**src/rtl/ec_host_pkg.sv**
```systemverilog
package ec_host_pkg;
  localparam int STB_OBF   = 0;
  localparam int STB_IBF   = 1;
  localparam int STB_CMD   = 3;
  localparam int STB_BURST = 4;

  typedef logic [7:0] byte_t;

  typedef enum logic [7:0] {
    OP_READ      = 8'h80,
    OP_WRITE     = 8'h81,
    OP_BURST_ON  = 8'h82,
    OP_BURST_OFF = 8'h83,
    OP_QUERY     = 8'h84
  } ec_op_e;

  typedef enum logic [1:0] {
    S_IDLE,
    S_RD_ADDR,
    S_WR_ADDR,
    S_WR_DATA
  } ec_state_e;
endpackage

```
**src/rtl/ec_in_latch.sv**
```systemverilog
module ec_in_latch
  import ec_host_pkg::*;
#(
  parameter int PROC_DLY = 2
) (
  input  logic  clk_i,
  input  logic  rst_ni,
  input  logic  wr_i,
  input  logic  sel_i,
  input  byte_t wdata_i,
  output logic  ibf_o,
  output logic  is_cmd_o,
  output byte_t byte_o,
  output logic  take_o
);
  localparam int CW = $clog2(PROC_DLY + 1) + 1;

  logic          ibf_q, cmd_q;
  byte_t         byte_q;
  logic [CW-1:0] cnt_q;
  logic          accept;

  assign accept = wr_i & ~ibf_q;

  always_ff @(posedge clk_i or negedge rst_ni) begin
    if (!rst_ni) begin
      ibf_q  <= 1'b0;
      cmd_q  <= 1'b0;
      byte_q <= '0;
      cnt_q  <= '0;
    end else if (accept) begin
      ibf_q  <= 1'b1;
      cmd_q  <= sel_i;
      byte_q <= wdata_i;
      cnt_q  <= CW'(PROC_DLY);
    end else if (ibf_q) begin
      if (cnt_q == CW'(1)) ibf_q <= 1'b0;
      cnt_q <= cnt_q - CW'(1);
    end
  end

  assign ibf_o    = ibf_q;
  assign is_cmd_o = cmd_q;
  assign byte_o   = byte_q;
  assign take_o   = ibf_q & (cnt_q == CW'(1));

  // cycles input-full has been high, for the bounded-window check
  logic [CW-1:0] hi_cnt_q;
  always_ff @(posedge clk_i or negedge rst_ni) begin
    if (!rst_ni)     hi_cnt_q <= '0;
    else if (!ibf_q) hi_cnt_q <= '0;
    else             hi_cnt_q <= hi_cnt_q + CW'(1);
  end

  a_r3_ibf_bounded: assert property (@(posedge clk_i) disable iff (!rst_ni)
    ibf_q |-> (hi_cnt_q < CW'(PROC_DLY)));

  a_r4_busy_write_dropped: assert property (@(posedge clk_i) disable iff (!rst_ni)
    (wr_i && ibf_q) |=> ($stable(byte_q) && $stable(cmd_q)));
endmodule

```
**src/rtl/ec_seq.sv**
```systemverilog
module ec_seq
  import ec_host_pkg::*;
#(
  parameter int AW = 8
) (
  input  logic          clk_i,
  input  logic          rst_ni,
  input  logic          take_i,
  input  logic          is_cmd_i,
  input  byte_t         byte_i,
  output logic          mem_req_o,
  output logic          mem_we_o,
  output logic [AW-1:0] mem_addr_o,
  output byte_t         mem_wdata_o,
  output logic          rd_done_o,
  output logic          query_o,
  output logic          burst_o
);
  ec_state_e     state_q;
  logic [AW-1:0] addr_q;
  logic          req_q, we_q, rd_wait_q, burst_q;
  logic [AW-1:0] maddr_q;
  byte_t         wdata_q;

  always_ff @(posedge clk_i or negedge rst_ni) begin
    if (!rst_ni) begin
      state_q   <= S_IDLE;
      addr_q    <= '0;
      req_q     <= 1'b0;
      we_q      <= 1'b0;
      maddr_q   <= '0;
      wdata_q   <= '0;
      rd_wait_q <= 1'b0;
      burst_q   <= 1'b0;
    end else begin
      req_q     <= 1'b0;
      rd_wait_q <= req_q & ~we_q;
      if (take_i) begin
        if (is_cmd_i) begin
          state_q <= S_IDLE;  // any command abandons a pending sequence
          case (byte_i)
            OP_READ:      state_q <= S_RD_ADDR;
            OP_WRITE:     state_q <= S_WR_ADDR;
            OP_BURST_ON:  burst_q <= 1'b1;
            OP_BURST_OFF: burst_q <= 1'b0;
            default: ;
          endcase
        end else begin
          case (state_q)
            S_RD_ADDR: begin
              req_q   <= 1'b1;
              we_q    <= 1'b0;
              maddr_q <= byte_i[AW-1:0];
              state_q <= S_IDLE;
            end
            S_WR_ADDR: begin
              addr_q  <= byte_i[AW-1:0];
              state_q <= S_WR_DATA;
            end
            S_WR_DATA: begin
              req_q   <= 1'b1;
              we_q    <= 1'b1;
              maddr_q <= addr_q;
              wdata_q <= byte_i;
              state_q <= S_IDLE;
            end
            default: ;
          endcase
        end
      end
    end
  end

  assign mem_req_o   = req_q;
  assign mem_we_o    = we_q;
  assign mem_addr_o  = maddr_q;
  assign mem_wdata_o = wdata_q;
  assign rd_done_o   = rd_wait_q;
  assign query_o     = take_i & is_cmd_i & (byte_i == OP_QUERY);
  assign burst_o     = burst_q;

  a_r6_req_single_cycle: assert property (@(posedge clk_i) disable iff (!rst_ni)
    mem_req_o |=> !mem_req_o);

  a_r11_idle_data_no_access: assert property (@(posedge clk_i) disable iff (!rst_ni)
    (take_i && !is_cmd_i && state_q == S_IDLE) |=> !mem_req_o);

  a_r10_cmd_no_access: assert property (@(posedge clk_i) disable iff (!rst_ni)
    (take_i && is_cmd_i) |=> !mem_req_o);
endmodule

```
**src/rtl/ec_out_buf.sv**
```systemverilog
module ec_out_buf
  import ec_host_pkg::*;
(
  input  logic  clk_i,
  input  logic  rst_ni,
  input  logic  rd_done_i,
  input  byte_t rdata_i,
  input  logic  query_i,
  input  logic  host_rd_i,
  output logic  obf_o,
  output byte_t byte_o
);
  logic  obf_q;
  byte_t byte_q;

  always_ff @(posedge clk_i or negedge rst_ni) begin
    if (!rst_ni) begin
      obf_q  <= 1'b0;
      byte_q <= '0;
    end else if (rd_done_i) begin
      obf_q  <= 1'b1;
      byte_q <= rdata_i;
    end else if (query_i) begin
      obf_q  <= 1'b1;
      byte_q <= '0;
    end else if (host_rd_i) begin
      obf_q  <= 1'b0;
    end
  end

  assign obf_o  = obf_q;
  assign byte_o = byte_q;

  a_r7_host_read_clears: assert property (@(posedge clk_i) disable iff (!rst_ni)
    (host_rd_i && !rd_done_i && !query_i) |=> !obf_o);

  a_r8_query_zero: assert property (@(posedge clk_i) disable iff (!rst_ni)
    (query_i && !rd_done_i) |=> (obf_o && byte_o == 8'h00));
endmodule

```
**src/rtl/ec_host_port.sv**
```systemverilog
module ec_host_port
  import ec_host_pkg::*;
#(
  parameter int AW       = 8,
  parameter int PROC_DLY = 2
) (
  input  logic          clk_i,
  input  logic          rst_ni,
  input  logic          host_wr_i,
  input  logic          host_rd_i,
  input  logic          host_sel_i,
  input  logic [7:0]    host_wdata_i,
  output logic [7:0]    host_rdata_o,
  output logic          mem_req_o,
  output logic          mem_we_o,
  output logic [AW-1:0] mem_addr_o,
  output logic [7:0]    mem_wdata_o,
  input  logic [7:0]    mem_rdata_i
);
  logic  ibf, is_cmd, take, rd_done, query, burst, obf;
  byte_t in_byte, out_byte, status;

  ec_in_latch #(.PROC_DLY(PROC_DLY)) u_in (
    .clk_i, .rst_ni,
    .wr_i(host_wr_i), .sel_i(host_sel_i), .wdata_i(host_wdata_i),
    .ibf_o(ibf), .is_cmd_o(is_cmd), .byte_o(in_byte), .take_o(take)
  );

  ec_seq #(.AW(AW)) u_seq (
    .clk_i, .rst_ni,
    .take_i(take), .is_cmd_i(is_cmd), .byte_i(in_byte),
    .mem_req_o, .mem_we_o, .mem_addr_o, .mem_wdata_o,
    .rd_done_o(rd_done), .query_o(query), .burst_o(burst)
  );

  ec_out_buf u_out (
    .clk_i, .rst_ni,
    .rd_done_i(rd_done), .rdata_i(mem_rdata_i), .query_i(query),
    .host_rd_i(host_rd_i & ~host_sel_i),
    .obf_o(obf), .byte_o(out_byte)
  );

  always_comb begin
    status            = '0;
    status[STB_OBF]   = obf;
    status[STB_IBF]   = ibf;
    status[STB_CMD]   = is_cmd;
    status[STB_BURST] = burst;
  end

  assign host_rdata_o = host_sel_i ? status : out_byte;

  a_r2_write_sets_ibf: assert property (@(posedge clk_i) disable iff (!rst_ni)
    (host_wr_i && !ibf) |=> (ibf && is_cmd == $past(host_sel_i)));

  a_r5_read_posts_obf: assert property (@(posedge clk_i) disable iff (!rst_ni)
    (mem_req_o && !mem_we_o) |=> ##1 obf);
endmodule

```
**config.mk**
```make
export PLATFORM = sky130hd
export DESIGN_NAME = ec_host_port
export DESIGN_NICKNAME = d
export VERILOG_FILES = /design/src/rtl/ec_host_pkg.sv /design/src/rtl/ec_in_latch.sv /design/src/rtl/ec_seq.sv /design/src/rtl/ec_out_buf.sv /design/src/rtl/ec_host_port.sv
export SDC_FILE = /design/constraint.sdc
export NUM_CORES = 1
export LEC_CHECK = 0
export ABC_AREA = 1
export BUFFER_PORTS_ARGS = -buffer_cell sky130_fd_sc_hd__buf_2
export CORE_MARGIN = 3
export CORE_UTILIZATION = 50
export CTS_BUF_LIST = sky130_fd_sc_hd__clkbuf_8
export DETAILED_ROUTE_END_ITERATION = 8
export GPL_ROUTABILITY_DRIVEN = 1
export GPL_TIMING_DRIVEN = 0
export PLACE_DENSITY = 0.76
export REMOVE_ABC_BUFFERS = 1
export SLEW_MARGIN = 10
export SYNTH_ARGS = -nofsm -noshare
export SYNTH_HDL_FRONTEND = slang
export SYNTH_SLANG_ARGS = --single-unit
```
**constraint.sdc**
```tcl
create_clock -name clk_i -period 1.47 [get_ports clk_i]
set_clock_uncertainty 0.05 [all_clocks]
set_input_delay 0.147 -clock clk_i [delete_from_list [all_inputs] [get_ports clk_i]]
set_output_delay 0.147 -clock clk_i [all_outputs]
set_load 0.02 [all_outputs]
```
# Word-level counts from Yosys, hierarchy flattened
# Cells that the tools add are included.
[word_totals]
out_inout_bits = 26
register_bits = 52
[classes]
reduce_logical = 12
mux = 20
add_sub_neg = 1
n_bitwise = 10
eq_ne = 9
[ops]
columns = ["operator", "count"]
rows = [
  ["$eq A8 B8 Y1 const B", 5],
  ["$mux W8", 3],
  ["$pmux W8 S2", 1],
  ["$reduce_and A3 Y1", 4],
  ["$mux W1", 9],
  ["$pmux W2 S2", 2],
  ["$reduce_bool A2 Y1", 4],
  ["$and A1 B1 Y1", 6],
  ["$mux W3", 2],
  ["$reduce_bool A3 Y1", 2],
  ["$eq A2 B2 Y1 const B", 2],
  ["$not A1 Y1", 4],
  ["$pmux W1 S2", 2],
  ["$eq A3 B1 Y1 const B", 1],
  ["$sub A3 B1 Y3 const B", 1],
  ["$eq A2 B1 Y1 const B", 1],
  ["$mux W2", 1],
  ["$reduce_and A2 Y1", 1],
  ["$reduce_or A2 Y1", 1],
]

# Longest topological paths before layout
# Gate-level depths: netlist of the first run.
[logic_depth]
depth_word = 6
ltp_mapped = 8
ltp_nobuf = 8

# Cells and area by module
# Synthesis of the first run repeated with hierarchy kept, for this count alone.
[hier_totals]
hier_cells = 262
hier_area_um2 = 2333.5
[by_module_without_submodules]
columns = ["module", "n_inst", "seq_area_each_um2", "area_per_inst_um2", "cells_per_inst"]
rows = [
  ["ec_seq", 1, 750.7, 1300.0, 139],
  ["ec_in_latch", 1, 325.3, 580.6, 62],
  ["ec_out_buf", 1, 225.2, 355.3, 37],
  ["ec_host_port", 1, 0.0, 97.6, 24],
]

# Worst setup path after synthesis of the first run
# Ideal clock, no wire load.
[synth_timing]
path_kind = "reg-to-reg"
start = "register u_in.cnt_q[1]"
end = "register u_seq.wdata_q[5] (netlist: u_seq.mem_wdata_o[5])"
path_stages_with_launch = 9
setup_ps = 121
path_slack_ps = 61
arrival_ps = 1238
cell_sequence = "dfrtp_1 -> inv_1 -> ha_1 -> nand3_2 -> nor2_8 -> nand2_4 -> buf_6 -> nand2_2 -> o21ai_2"
[synth_via]
elab_chain_len = 3
[synth_rtl]
columns = ["element", "line", "rtl"]
rows = [
  ["start, declared", "ec_in_latch.sv:20", "logic [CW-1:0] cnt_q;"],
  ["start signal, assigned", "ec_in_latch.sv:35", "cnt_q <= CW'(PROC_DLY);"],
  ["start signal, assigned", "ec_in_latch.sv:38", "cnt_q <= cnt_q - CW'(1);"],
  ["$eq A3 B1 Y1", "ec_in_latch.sv:45", "assign take_o = ibf_q & (cnt_q == CW'(1));"],
  ["$and A1 B1 Y1", "ec_in_latch.sv:45", ""],
  ["$reduce_and A3 Y1 (no source line)", "n/a", ""],
  ["end signal, assigned", "ec_seq.sv:64", "wdata_q <= byte_i;"],
  ["end, declared", "ec_seq.sv:23", "byte_t wdata_q;"],
]
# Every way passes these cells.
# A chain may end at the register's enable or synchronous reset.

# Final worst setup path of the first run
[layout_timing]
start = "register u_in.cmd_q (netlist: u_in.is_cmd_o)"
end = "output host_rdata_o[3]"
[layout_via]
elab_chain_len = 1
[layout_rtl]
columns = ["element", "line", "rtl"]
rows = [
  ["start, declared", "ec_in_latch.sv:18", "logic ibf_q, cmd_q;"],
  ["start signal, assigned", "ec_in_latch.sv:33", "cmd_q <= sel_i;"],
  ["$mux W8", "ec_host_port.sv:51", "assign host_rdata_o = host_sel_i ? status : out_byte;"],
  ["end, declared", "ec_host_port.sv:13", "output logic [7:0] host_rdata_o,"],
]
# Every way passes these cells.

==> results.py, run 1 <==
metrics = {
    "cells_and_area": {
        "n_antenna_cell": 0,
        "final_util_pct": 67.78,
        "area_delta_synth_final_pct": 24.44,
        "final_cells": 363,
        "fin_nets": 335,
        "drive_gt1_share_pct": 30.99,
        "fillCellCount": 339,
        "layout_commonest_cell": "nand2_1",
        "final_cell_mix": "nand2_1, dfrtp_1, buf_2, nor2_1, inv_1",
    },
    "worst_setup_path": {
        "reg2reg_depth": 8,
        "path_class": "reg2out",
        "required_ns": 1.27,
        "cp.arrival_ns": 1.23,
        "cp_cell_sequence": "inv_2 > o21ai_0 > buf_2",
        "path_buf_inv": 2,
        "worstReg2RegEnd": "u_seq.burst_o$_DFFE_PN0P_",
        "max_stage_delay_ns": 0.45,
        "slowest_stage": "dfrtp_1",
        "r2r_slack_ns": 0.06,
        "cp-start-kind": "flip-flop",
        "cp-end-kind": "output pin",
        "r2r-start": "u_in.cnt_q[1]$_DFFE_PN0P_",
        "crit_family": "flip-flops",
        "cp_max_fo": 4,
    },
    "logic_synthesis": {
        "synth_warnings": 0,
        "synth_compound_area_share_pct": 13.23,
        "synth_top_family_by_area": "simple AND/OR/NAND/NOR gates",
        "ys_types": 26,
        "syn_avg_cell_area_um2": 9.154,
        "synthXorXnorAreaFrac_pct": 0,
        "ys_seq_elements": 52,
        "synthCells": 250,
        "synthAdderAreaFrac_pct": 1.093,
        "synth_simple_gate_area_share_pct": 22.64,
        "ys_seq_area_share_pct": 56.86,
        "mappedNetlistArea_um2": 2288,
        "synth_mux_area_share_pct": 0.4921,
    },
    "job": {
        "maxCapViolCount": 0,
    },
    "die": {
        "ios": 47,
        "rows": 23,
        "coreArea_um2": 4202,
        "die_area_um2": 5424,
        "dieWidth_um": 73.65,
        "initial_core_util_pct": 54.47,
        "fp.dieH_um": 73.65,
    },
    "timing": {
        "setup_tns_ns": 0,
        "hold_violations": 0,
        "setup-violations-final": 0,
        "report.final.slew_viol_count": 0,
        "layout_min_cycle_time_ns": 1.422,
        "relSlewSlack_pct": 56.39,
        "finalCritPeriodShare_pct": 96.74,
        "worst_slew_pin_slew_ns": 0.6541,
        "max_freq_ghz": 0.7032,
    },
    "pwr": {
        "swShare_pct": 40.05,
        "p_int_mw": 2.851,
        "seqPwrFrac_pct": 45.4,
        "total_power_mw": 4.756,
        "irDropWorstVdd_v": 0.0009632,
        "power_density_nw_per_um2": 1670,
        "comb_power_share_pct": 37.5,
        "p_sw_mw": 1.905,
        "p_clk_share_pct": 17.0,
        "p_leak_nw": 1.454,
    },
    "detailed_routing": {
        "drtIter0Drc": 113,
        "postRouteAntennaNets": 0,
        "dr.pass1.iters": 4,
        "vias": 1882,
        "via_per_inst": 5.185,
        "routedWlPerCell_um": 13.69,
        "drc": 0,
        "postRouteWirelength_mm": 4.968,
    },
    "clock_tree": {
        "clockBufferDepth": 2,
        "cts-root-buf": "clkbuf_8",
        "cts_made_buffers": 5,
        "clkTransAtPathRegs_ns": 0.09,
        "clock_latency_ns": 0.30,
        "clock_sinks": 52,
        "ctsHtreeMaxLevel": 2,
        "cts_tree": "yes",
    },
    "run_status": {
        "status": "finished, final reports clean",
    },
    "place": {
        "place_congestion": 0.8886,
        "place_hpwl_mm": 3.042,
        "io_buffers": 46,
        "dp_cells": 340,
    },
    "global_route": {
        "grt_pass1_vias": 1754,
        "grt_pass1_wl_mm": 8.142,
        "grt_max_degree": 53,
        "gr-total-overflow": 0,
        "antenna_found_initial": 0,
        "gr-usage-all-layers_pct": 19.65,
    },
    "hold_path": {
        "min_to": "u_out.byte_o[3]$_DFFE_PN0P_",
        "min_from": "mem_rdata_i[3]",
        "worstHoldPathCells": 3,
        "hold_path_class": "in2reg",
    },
}
[sequential cells by signal, indices dropped and copies added, names as in the netlist]
signal	flops
u_seq.burst_o	1
u_seq.state_q	2
u_in.cnt_q	3
u_seq.rd_done_o	1
u_seq.addr_q	8
u_seq.mem_req_o	1
u_in.ibf_o	1
u_seq.mem_addr_o	8
u_in.byte_o	8
u_seq.mem_we_o	1
u_in.is_cmd_o	1
u_out.obf_o	1
u_seq.mem_wdata_o	8
u_out.byte_o	8
[Yosys cell counts]
cell type | n | area share, %
o21a_1 | 1 | 0.33
clkbuf_1 | 1 | 0.16
a22oi_1 | 1 | 0.33
buf_4 | 1 | 0.33
o21ai_0 | 14 | 3.1
nand2_2 | 2 | 0.55
nand4_1 | 2 | 0.55
buf_6 | 2 | 0.98
nand2_1 | 63 | 10
dfrtp_1 | 52 | 57
nand3_1 | 12 | 2.6
a21oi_2 | 1 | 0.38
nor2_4 | 1 | 0.49
nand2_4 | 1 | 0.49
o21ai_1 | 2 | 0.44
nor2_1 | 31 | 5.1
nand3b_1 | 1 | 0.33
ha_1 | 2 | 1.1
o21ai_2 | 13 | 5.0
nand3_2 | 3 | 1.3
nor2_8 | 1 | 0.87
a21oi_1 | 17 | 3.7
clkinv_1 | 1 | 0.16
buf_2 | 2 | 0.44
mux2_2 | 1 | 0.49
inv_1 | 22 | 3.6
[kinds of logic (layout without fill, tap and decap cells)]
group                    count (synthesis)  in the layout
AND/OR/NAND/NOR                        117            119
flip-flops                              52             52
AO/OA/AOI/OAI                           49             49
buffers and inverters                   29             90
adder cells (fa/ha/maj)                  2              2
multiplexers                             1              1
[how the worst max path moves through the flow]
stage / start / endpoint / slack [ns] / cells after the start
after floorplan: u_in.cnt_q[1]$_DFFE_PN0P_ / u_seq.addr_q[7]$_DFFE_PN0P_ / 0.003 / 7
after global placement: u_in.cnt_q[1]$_DFFE_PN0P_ / u_seq.mem_wdata_o[6]$_DFFE_PN0P_ / -0.17 / 7
after detailed placement: u_in.cnt_q[1]$_DFFE_PN0P_ / u_seq.mem_wdata_o[1]$_DFFE_PN0P_ / -0.23 / 7
after CTS: u_in.cnt_q[1]$_DFFE_PN0P_ / u_seq.mem_addr_o[1]$_DFFE_PN0P_ / -0.004 / 7
after global routing: u_in.is_cmd_o$_DFFE_PN0P_ / host_rdata_o[3] / -0.01 / 3
final: u_in.is_cmd_o$_DFFE_PN0P_ / host_rdata_o[3] / 0.05 / 3
[cell type report]
type                            count  area, um2  share of cell area [%]
Sequential cell                    52       1304                   45.78
Multi-Input combinational cell    171      950.9                   33.39
Timing Repair Buffer               59      354.1                   12.43
Inverter                           23      86.33                   3.032
Clock buffer                        6      82.58                   2.900
Tap cell                           50      62.56                   2.197
Clock inverter                      2      7.507                  0.2636
[routing by layer]
layer	vias to the layer above	track usage (%)	wire length (um)
met1	888	26.30	2144
met2	48	30.71	2500
li1	937	-	-
met4	0	8.048	81
met5	-	0	0
met3	9	4.651	241
[power groups by stage]
stage | clock network, mW | logic (mW) | registers [mW]
finish | 0.809 | 1.79 | 2.16
global route | 0.878 | 2.00 | 2.22
CTS | 0.828 | 1.70 | 2.13
detailed placement | 0 | 1.59 | 2.14
global placement | 0 | 1.55 | 2.13
floorplan | 0 | 1.02 | 2.24
[through the flow]
step           hold slack [ns]  instance area, um2  setup WS (ns)
5_1_grt                0.01981                2848      -0.009941
3_5_place_dp            0.3038                2537        -0.2299
4_1_cts               0.004514                2765      -0.004381
3_3_place_gp            0.3001                2537        -0.1660
2_1_floorplan          -0.1986                2245       0.002911
6_report               0.01048                2848        0.04795
[timing repair]
item / CTS / global route
setup endpoints to repair: 28 / 31
gates cloned: 2 / 0
pin swaps: 3 / 3
gates resized for setup: 9 / 15
buffers inserted: 2 / 3
hold endpoints to repair: 7 / 52
hold buffers: 7 / 1
[worst register-to-register path: stages, from the launching register on]
cell and delay [ns]:
dfrtp_1 0.38, inv_2 0.08, ha_4 0.15, nand2_2 0.07, nor2_4 0.20, buf_4 0.16
nand4_1 0.10, nand2_1 0.09, inv_1 0.04
(Power assumes the default switching activity.)
==> run 2, diff against run 1 <==
- CELL_PAD_IN_SITES_DETAIL_PLACEMENT: not set -> 0
- CELL_PAD_IN_SITES_GLOBAL_PLACEMENT: not set -> 1
- CORE_UTILIZATION: 50 -> 38
- SETUP_SLACK_MARGIN: not set -> 0.15
==> run 2 against run 1 <==
Effect of this change:
- core utilization decreased by 14 points
- highest routed layer unchanged
- maximum frequency rose by 1.8%
- global-route usage shrank 4.4 points
- first-iteration DRC count grew 50%
- sequential share of layout area down 2.6 points
- via count decreased by 0.58%
- largest cell class unchanged
- die area grew 29%
- largest power group unchanged
- critical path depth up 4
- combinational power is 15% higher
- worst setup slack improved by 0.026 ns
- critical path type is now reg2reg
- clock-buffer cell count decreased by 1
- non-clock buffer count increased by 9
==> results.py, run 2 (synthesis results as in run 1) <==
metrics = {
    "clock_tree": {
        "clockBufferDepth": 2,
        "clock_sinks": 52,
        "ctsHtreeMaxLevel": 2,
        "cts-root-buf": "clkbuf_8",
        "cts_made_buffers": 5,
        "cts_tree": "yes",
        "clkTransAtPathRegs_ns": 0.09,
        "clock_latency_ns": 0.30,
    },
    "run_status": {
        "status": "finished, final reports clean",
    },
    "die": {
        "ios": 47,
        "rows": 27,
        "fp.dieH_um": 83.60,
        "dieWidth_um": 83.60,
        "initial_core_util_pct": 40.32,
        "die_area_um2": 6989,
        "coreArea_um2": 5675,
    },
    "timing": {
        "report.final.slew_viol_count": 0,
        "layout_min_cycle_time_ns": 1.396,
        "max_freq_ghz": 0.7161,
        "relSlewSlack_pct": 56.64,
        "rsz0062_at_grt": "yes",
        "setup-violations-final": 0,
        "layout_setup_ws_ns": 0.07360,
        "finalCritPeriodShare_pct": 94.99,
        "hold_violations": 0,
        "worst_slew_pin_slew_ns": 0.6504,
    },
    "place": {
        "place_hpwl_mm": 3.160,
        "dp_cells": 362,
        "place_congestion": 0.7410,
        "place_ws_ns": -0.2250,
        "io_buffers": 46,
    },
    "hold_path": {
        "hold_path_class": "in2reg",
    },
    "worst_setup_path": {
        "cp.arrival_ns": 1.58,
        "required_ns": 1.65,
        "path_class": "reg2reg",
        "cp_max_fo": 8,
        "cp-end-kind": "flip-flop",
        "cp-start-kind": "flip-flop",
    },
    "detailed_routing": {
        "drtIter0Drc": 170,
        "postRouteAntennaNets": 0,
        "postRouteWirelength_mm": 5.096,
        "dr.pass1.iters": 4,
        "drc": 0,
        "vias": 1871,
        "routedWlPerCell_um": 12.97,
        "via_per_inst": 4.761,
    },
    "global_route": {
        "gr-usage-all-layers_pct": 15.29,
        "grt_pass1_wl_mm": 8.638,
        "grt_pass1_vias": 1801,
        "met2_usage_pct": 25.09,
        "grt_max_degree": 53,
        "grt_busiest_layer": "met2",
        "gr-total-overflow": 0,
        "grt_use_met1_pct": 20.21,
        "use_met3_pct": 2.665,
        "antenna_found_initial": 0,
    },
    "pwr": {
        "p_int_mw": 3.000,
        "seqPwrFrac_pct": 43.5,
        "p_clk_share_pct": 15.5,
        "irDropWorstVdd_v": 0.0006080,
        "p_sw_mw": 2.020,
        "power_density_nw_per_um2": 1660,
        "p_leak_nw": 1.491,
        "swShare_pct": 40.24,
        "comb_power_share_pct": 41.0,
    },
    "cells_and_area": {
        "n_antenna_cell": 0,
        "final_util_pct": 53.28,
        "drive_gt1_share_pct": 40.19,
        "final_cells": 393,
        "fin_nets": 344,
        "area_delta_synth_final_pct": 32.15,
        "final_cell_mix": "nand2_1, dfrtp_1, buf_2, nor2_1",
        "layout_commonest_cell": "nand2_1",
        "fillCellCount": 552,
    },
    "job": {
        "maxCapViolCount": 0,
    },
}
run 2: routing by layer:
layer	vias up	routed length, um
met4	0	66
met5	-	0
met1	887	2360
li1	950	-
met3	4	171
met2	30	2497
run 2: through the flow:
stage / hold slack [ns] / TNS (ns) / instance area, um2 / total power, mW
2_1_floorplan: -0.1986 / 0 / 2245 / 3.258
3_3_place_gp: 0.3054 / -3.597 / 2565 / 3.709
3_5_place_dp: 0.3057 / -3.810 / 2565 / 3.754
4_1_cts: 0.003162 / 0 / 2912 / 4.833
5_1_grt: 0.02058 / 0 / 3024 / 5.421
6_report: 0.008927 / 0 / 3024 / 5.020
run 2: final timing paths:
| kind | endpoint | slack, ns | startpoint | cells after the start |
|---|---|---|---|---|
| max | u_seq.mem_wdata_o[1]$_DFFE_PN0P_ | 0.07 | u_in.cnt_q[1]$_DFFE_PN0P_ | 7 |
| min | u_out.byte_o[1]$_DFFE_PN0P_ | 0.009 | mem_rdata_i[1] | 3 |
| max reg2reg | u_seq.mem_wdata_o[1]$_DFFE_PN0P_ | 0.07 | u_in.cnt_q[1]$_DFFE_PN0P_ | 7 |
| min reg2reg | u_seq.rd_done_o$_DFF_PN0_ | 0.40 | u_seq.mem_we_o$_DFFE_PN0P_ | 1 |
| max in group asynchronous | u_in.is_cmd_o$_DFFE_PN0P_ | 0.53 | rst_ni | 2 |
| min in group asynchronous | u_seq.mem_wdata_o[5]$_DFFE_PN0P_ | 0.37 | rst_ni | 2 |
run 2: critical path, stage by stage, from the launching register on:
cell,delay (ns)
dfrtp_1,0.38
inv_2,0.08
ha_4,0.15
nand3_4,0.12
nor2_8,0.20
buf_6,0.15
nand2_8,0.08
o21ai_2,0.12
run 2: cell type report:
class                   count  area [um2]  area share [%]
flip-flops and latches     52        1305           43.15
repair buffers             68       431.7           14.27
clock inverters             2       12.51          0.4137
clock buffers               5       68.82           2.276
inverters                  23       86.33           2.855
multi-input cells         171        1030           34.05
well taps                  72       90.09           2.979
run 2: repair_timing:
action | in CTS | in global routing
hold buffers | 6 | 1
pin swaps | 3 | 7
resized for setup | 24 | 32
setup endpoints to repair | 48 | 39
gates cloned | 4 | 0
endpoints found under the hold margin | 6 | 52
buffers inserted | 10 | 3
run 2: power by group through the flow:
stage          registers, mW  clock network (mW)  logic (mW)
5_1_grt                 2.25               0.846        2.33
2_1_floorplan           2.24                   0        1.02
3_5_place_dp            2.16                   0        1.59
3_3_place_gp            2.14                   0        1.57
4_1_cts                 2.14               0.796        1.89
6_report                2.18               0.778        2.06
